<file path="config.mk">
export PLATFORM = sky130hd
export DESIGN_NAME = parity_ctl_reg
export DESIGN_NICKNAME = d
export VERILOG_FILES = /design/src/rtl/parity_ctl_pkg.sv /design/src/rtl/parity_ctl_fields.sv /design/src/rtl/parity_ctl_status.sv /design/src/rtl/parity_ctl_rdport.sv /design/src/rtl/parity_ctl_reg.sv
export SDC_FILE = /design/constraint.sdc
export NUM_CORES = 1
export LEC_CHECK = 0
export CAP_MARGIN = 20
export CORE_MARGIN = 8
export CORE_UTILIZATION = 25
export CTS_BUF_LIST = sky130_fd_sc_hd__clkbuf_8
export CTS_CLUSTER_DIAMETER = 120
export DETAILED_ROUTE_END_ITERATION = 12
export GPL_TIMING_DRIVEN = 1
export PLACE_DENSITY_LB_ADDON = 0.05
export SLEW_MARGIN = 15
export SYNTH_ARGS = -nofsm -noshare
export SYNTH_HDL_FRONTEND = slang
export SYNTH_SLANG_ARGS = --single-unit
</file>
<file path="constraint.sdc">
create_clock -name clk -period 1.7 [get_ports clk]
set_clock_uncertainty 0.05 [all_clocks]
set_input_delay 0.17 -clock clk [delete_from_list [all_inputs] [get_ports clk]]
set_output_delay 0.17 -clock clk [all_outputs]
set_load 0.01 [all_outputs]
</file>
<file path="src/rtl/parity_ctl_pkg.sv">
// Package: field positions and masks for the parity control register.
// Assumes big-endian field numbering (bit 0 = MSB = vector index 31).
package parity_ctl_pkg;
    localparam int WORD_W   = 32;
    localparam int NUM_CHK  = 3;
    localparam int NUM_INJ  = 5;

    // map a big-endian bit number onto a vector index
    function automatic int be_idx(input int n);
        return WORD_W - 1 - n;
    endfunction

    localparam int IDX_STORE_LIM = be_idx(3);
    localparam int IDX_INJ_FIRST = be_idx(20);   // inj[k] sits at be_idx(20+k)
    localparam int IDX_ST_FIRST  = be_idx(25);   // status[i] at be_idx(25+i)
    localparam int IDX_EN_FIRST  = be_idx(29);   // enable[i] at be_idx(29+i)

    localparam logic [WORD_W-1:0] RSVD_MASK = 32'hEFFF_F008;
endpackage

</file>
<file path="src/rtl/parity_ctl_fields.sv">
// Module: parity_ctl_fields
// Holds the software-owned control fields: store-limit disable, injection
// controls and check enables. Assumes wr_hit is already qualified by address.
module parity_ctl_fields
    import parity_ctl_pkg::*;
(
    input  logic               clk,
    input  logic               rst_n,
    input  logic               wr_hit,
    input  logic [WORD_W-1:0]  wdata,
    output logic               lim_dis,
    output logic [NUM_INJ-1:0] inj,
    output logic [NUM_CHK-1:0] en
);
    logic [NUM_INJ-1:0] inj_wr;
    logic [NUM_CHK-1:0] en_wr;

    // gather write fields from their big-endian positions
    always_comb begin
        for (int k = 0; k < NUM_INJ; k++) inj_wr[k] = wdata[IDX_INJ_FIRST - k];
        for (int i = 0; i < NUM_CHK; i++) en_wr[i]  = wdata[IDX_EN_FIRST - i];
    end

    // control field storage with synchronous reset
    always_ff @(posedge clk) begin
        if (!rst_n) begin
            lim_dis <= 1'b0;
            inj     <= '0;
            en      <= '0;
        end else if (wr_hit) begin
            lim_dis <= wdata[IDX_STORE_LIM];
            inj     <= inj_wr;
            en      <= en_wr;
        end
    end

    AST_WRITE_LANDS: assert property (@(posedge clk) disable iff (!rst_n)
        wr_hit |=> (en == $past(en_wr)) && (inj == $past(inj_wr))) else $error("write lost");
endmodule

</file>
<file path="src/rtl/parity_ctl_status.sv">
// Module: parity_ctl_status
// One sticky parity status bit. Hardware set has priority over a software
// clear. Assumes err is a pulse from the checker and en is the current enable.
module parity_ctl_status (
    input  logic clk,
    input  logic rst_n,
    input  logic err,
    input  logic en,
    input  logic wr_hit,
    input  logic wbit,
    output logic st
);
    logic set_req;
    logic keep;

    // qualify the checker pulse and the write-zero clear
    always_comb begin
        set_req = err & en;
        keep    = st & ~(wr_hit & ~wbit);
    end

    // sticky status storage
    always_ff @(posedge clk) begin
        if (!rst_n) st <= 1'b0;
        else        st <= keep | set_req;
    end

    AST_DISABLED_DROP: assert property (@(posedge clk) disable iff (!rst_n)
        (!en && !st) |=> !st) else $error("set while disabled");
    AST_SET_WINS: assert property (@(posedge clk) disable iff (!rst_n)
        (err && en) |=> st) else $error("error lost");
    AST_CLEAR_ZERO: assert property (@(posedge clk) disable iff (!rst_n)
        (wr_hit && !wbit && !(err && en)) |=> !st) else $error("clear failed");
    AST_ONE_NO_SET: assert property (@(posedge clk) disable iff (!rst_n)
        (!st && !(err && en)) |=> !st) else $error("write set status");
endmodule

</file>
<file path="src/rtl/parity_ctl_rdport.sv">
// Module: parity_ctl_rdport
// Registered read port: returns the word one cycle after a read hit, else 0.
module parity_ctl_rdport
    import parity_ctl_pkg::*;
(
    input  logic              clk,
    input  logic              rst_n,
    input  logic              rd_hit,
    input  logic [WORD_W-1:0] word,
    output logic [WORD_W-1:0] rdata
);
    // capture the current word on a read hit
    always_ff @(posedge clk) begin
        if (!rst_n)      rdata <= '0;
        else if (rd_hit) rdata <= word;
        else             rdata <= '0;
    end
endmodule

</file>
<file path="src/rtl/parity_ctl_reg.sv">
// Module: parity_ctl_reg (top)
// Parity control/status register at one special-register address. It assumes
// single-cycle error pulses and at most one access per cycle per direction.
module parity_ctl_reg
    import parity_ctl_pkg::*;
#(
    parameter int ADDR_W  = 10,
    parameter int SPR_NUM = 1016
) (
    input  logic              clk,
    input  logic              rst_n,
    input  logic              spr_wr_en,
    input  logic              spr_rd_en,
    input  logic [ADDR_W-1:0] spr_addr,
    input  logic [31:0]       spr_wdata,
    output logic [31:0]       spr_rdata,
    input  logic [2:0]        chk_err,
    output logic [2:0]        par_chk_en,
    output logic [4:0]        inj_bad_par,
    output logic [1:0]        store_miss_limit,
    output logic              par_err_irq
);
    logic               addr_hit, wr_hit, rd_hit, lim_dis;
    logic [NUM_CHK-1:0] st;
    logic [WORD_W-1:0]  word;

    // decode the special-register number
    always_comb begin
        addr_hit = (spr_addr == ADDR_W'(SPR_NUM));
        wr_hit   = spr_wr_en & addr_hit;
        rd_hit   = spr_rd_en & addr_hit;
    end

    parity_ctl_fields u_fields (
        .clk(clk), .rst_n(rst_n), .wr_hit(wr_hit), .wdata(spr_wdata),
        .lim_dis(lim_dis), .inj(inj_bad_par), .en(par_chk_en)
    );

    for (genvar i = 0; i < NUM_CHK; i++) begin : g_st
        parity_ctl_status u_st (
            .clk(clk), .rst_n(rst_n), .err(chk_err[i]), .en(par_chk_en[i]),
            .wr_hit(wr_hit), .wbit(spr_wdata[IDX_ST_FIRST - i]), .st(st[i])
        );
    end

    // assemble the architectural word; reserved bits stay 0
    always_comb begin
        word = '0;
        word[IDX_STORE_LIM] = lim_dis;
        for (int k = 0; k < NUM_INJ; k++) word[IDX_INJ_FIRST - k] = inj_bad_par[k];
        for (int i = 0; i < NUM_CHK; i++) begin
            word[IDX_ST_FIRST - i] = st[i];
            word[IDX_EN_FIRST - i] = par_chk_en[i];
        end
    end

    parity_ctl_rdport u_rd (
        .clk(clk), .rst_n(rst_n), .rd_hit(rd_hit), .word(word), .rdata(spr_rdata)
    );

    // outputs to the load/store unit and the interrupt logic
    always_comb begin
        store_miss_limit = lim_dis ? 2'd1 : 2'd2;
        par_err_irq      = |(st & par_chk_en);
    end

    AST_RSVD_ZERO: assert property (@(posedge clk) disable iff (!rst_n)
        (spr_rdata & RSVD_MASK) == '0) else $error("reserved bit set");
    AST_OTHER_ADDR: assert property (@(posedge clk) disable iff (!rst_n)
        (spr_wr_en && !addr_hit) |=> $stable(par_chk_en) && $stable(inj_bad_par)) else $error("stray write");
    AST_LIMIT_RANGE: assert property (@(posedge clk) disable iff (!rst_n)
        store_miss_limit == 2'd1 || store_miss_limit == 2'd2) else $error("bad limit");
    AST_IRQ_STICKY: assert property (@(posedge clk) disable iff (!rst_n)
        (par_err_irq && !spr_wr_en) |=> par_err_irq) else $error("irq dropped");
endmodule

</file>
==> metrics.cfg <==
[global_route]
overflow = 0
grt_pass1_wl_mm = 4.34
grtUsageTotal = 0.0831
first_global_vias = 958
antenna_found_initial = 0
grt_max_degree = 22

[yosys]
seq_area_frac_synth = 0.452
syn_inst = 114
syn_area_mm2 = 0.00106
synth-seq-cells = 24
ys_types = 20
yosys_warnings = 0
avgSynthCellArea_um2 = 9.33

[hold_path]
min_path_cells = 3
hold_path_class = in2reg

[die]
io_pins = 92
rows = 23
die_x_um = 81.2
start_util = 0.262
die_y_um = 81.2
coreArea_mm2 = 0.00406
dieArea_mm2 = 0.00660

[sta]
fmax_mhz = 666
finalSetupTns_ns = 0
hold_viol_final = 0
setup_viol = 0
slew_violations = 0
rsz0062_at_grt = false
finalCritPeriodShare = 0.884
period_needed_ns = 1.50
hold_slack_ns = 0.408

[power]
p_comb_frac = 0.105
p_leak_nw = 0.637
seq_power_share = 0.536
worst_ir_drop_vdd_mv = 0.264
netSwitchingFraction = 0.207
p_per_area_mw_per_mm2 = 657
p_sw_mw = 0.217
internal_power_mw = 0.832
p_clk_frac = 0.360

[clock_tree]
clkTransAtPathRegs_ns = 0.08
numCtsBuffers = 3
root_buffer = clkbuf_8
insertion_delay_ns = 0.26
clock_path_buffers = 2
cts_tree = done
cts.sinks = 24
htreeDepth = 1

[drt]
via_per_inst = 3.78
drt_pass1_iterations = 4
drc = 0
routed_wl_mm = 2.69
wire_per_inst_um = 12.5
postRouteAntennaNets = 0
vias = 812
drt-initial-drc-count = 41

[setup_path]
slowest_stage = dfxtp_1
cp_slowest_stage_delay_ns = 0.35
setup.worst_path.class = reg2out
cp-end-kind = output port
crit_required_ns = 1.48
crit_chain = a222oi_1 > inv_1 > dlygate4sd2_1
cp-start-kind = flop
cp_max_fo = 5
reg2regPathDepth = 4
worstPathArrival_ns = 1.28

[cells_and_area]
antenna_cells = 0
drive_gt1_frac = 0.0727
final_common_cell = clkdlybuf4s50_1
syn_to_final_growth_pct = 50.0
fin_area_mm2 = 0.00160
most-common-layout-cells = clkdlybuf4s50_1 (50), dfxtp_1 (24), conb_1 (20)
fin_util = 0.393
final_nets = 215

[run_status]
outcome = completed

[placed_design]
gp_congestion = 0.663
port_buffers = 51
hpwl_mm = 2.18
placed_area_mm2 = 0.00154

[job]
maxCapViolations = 0

[cell type report]
type                       instances  area (µm²)
fill                             424        2460
timing repair buffer              56         547
tap                               50        62.6
multi-input combinational         78         439
sequential                        24         480
clock buffer                       4        55.1
inverter                           3        11.3
[Yosys cell counts]
| cell type | count | area share |
|---|---|---|
| buf_4 | 24 | 0.17 |
| dfxtp_1 | 24 | 0.45 |
| nand2_1 | 19 | 0.067 |
| and2_1 | 15 | 0.088 |
| mux2i_1 | 9 | 0.085 |
| a21oi_1 | 3 | 0.014 |
| inv_1 | 3 | 0.011 |
| nor2_1 | 3 | 0.011 |
| o21ai_0 | 3 | 0.014 |
| a222oi_1 | 1 | 0.0094 |
| buf_1 | 1 | 0.0035 |
| buf_6 | 1 | 0.011 |
| clkbuf_1 | 1 | 0.0035 |
| clkbuf_2 | 1 | 0.0047 |
| conb_1 | 1 | 0.0035 |
| nand4_1 | 1 | 0.0059 |
| nand4b_1 | 1 | 0.0082 |
| nor4_2 | 1 | 0.012 |
| nor4_4 | 1 | 0.020 |
| or2_4 | 1 | 0.0082 |
[final timing paths]
check / from / slack (ns) / end
hold / removal: spr_wdata[2] / 0.41 / u_fields.en[0]
setup reg to reg: u_fields.en[2] / 0.74 / g_st[2].u_st.st
setup / recovery: u_fields.en[0] / 0.20 / par_err_irq
hold reg to reg: u_fields.inj[3] / 0.43 / u_fields.inj[3]
[cell families after synthesis]
| group | count (synthesis) | share of synthesized area |
|---|---|---|
| AND/OR/NAND/NOR | 42 | 0.220 |
| buffers and inverters | 31 | 0.202 |
| flip-flops | 24 | 0.452 |
| multiplexers | 9 | 0.0847 |
| AO/OA/AOI/OAI | 7 | 0.0376 |
| other | 1 | 0.00353 |
[routing by layer]
metal / vias to the layer above / global-route usage / share of wire
met5: - / 0 / 0
met4: 0 / 0.0375 / 0.010
met3: 2 / 0.0320 / 0.097
met2: 41 / 0.136 / 0.49
met1: 349 / 0.0935 / 0.40
li1: 420 / - / -
[what timing repair did]
item / CTS / global route
resized for setup: 1 / 0
endpoints found under the setup margin: 1 / 0
hold buffers: 0 / 0
buffers inserted: 0 / 0
[flip-flops by register name (all words and copies together), names as in the netlist]
signal,flops
u_rd.rdata,12
u_fields.inj,5
u_fields.en,3
u_fields.lim_dis,1
g_st.u_st.st,3
[worst max-delay path, delay by kind of cell, from the launching register on]
kind            cells  cell delay, ns
buf+inv             2            0.35
compound gates      1            0.32
flops               1            0.35
[power by group through the flow]
stage	registers, mW	clock network, mW	logic [mW]
floorplan	0.575	0	0.0728
detailed placement	0.575	0	0.108
global placement	0.575	0	0.107
CTS	0.562	0.400	0.109
global route	0.562	0.420	0.120
finish	0.562	0.377	0.110
[stage by stage]
stage | instances | power [mW] | setup WS (ns)
global route | 215 | 1.10 | 0.0559
floorplan | 133 | 0.648 | 0.462
detailed placement | 211 | 0.683 | 0.0422
global placement | 211 | 0.682 | 0.0612
CTS | 215 | 1.07 | 0.169
finish | 215 | 1.05 | 0.198
(Power assumes the default switching activity.)
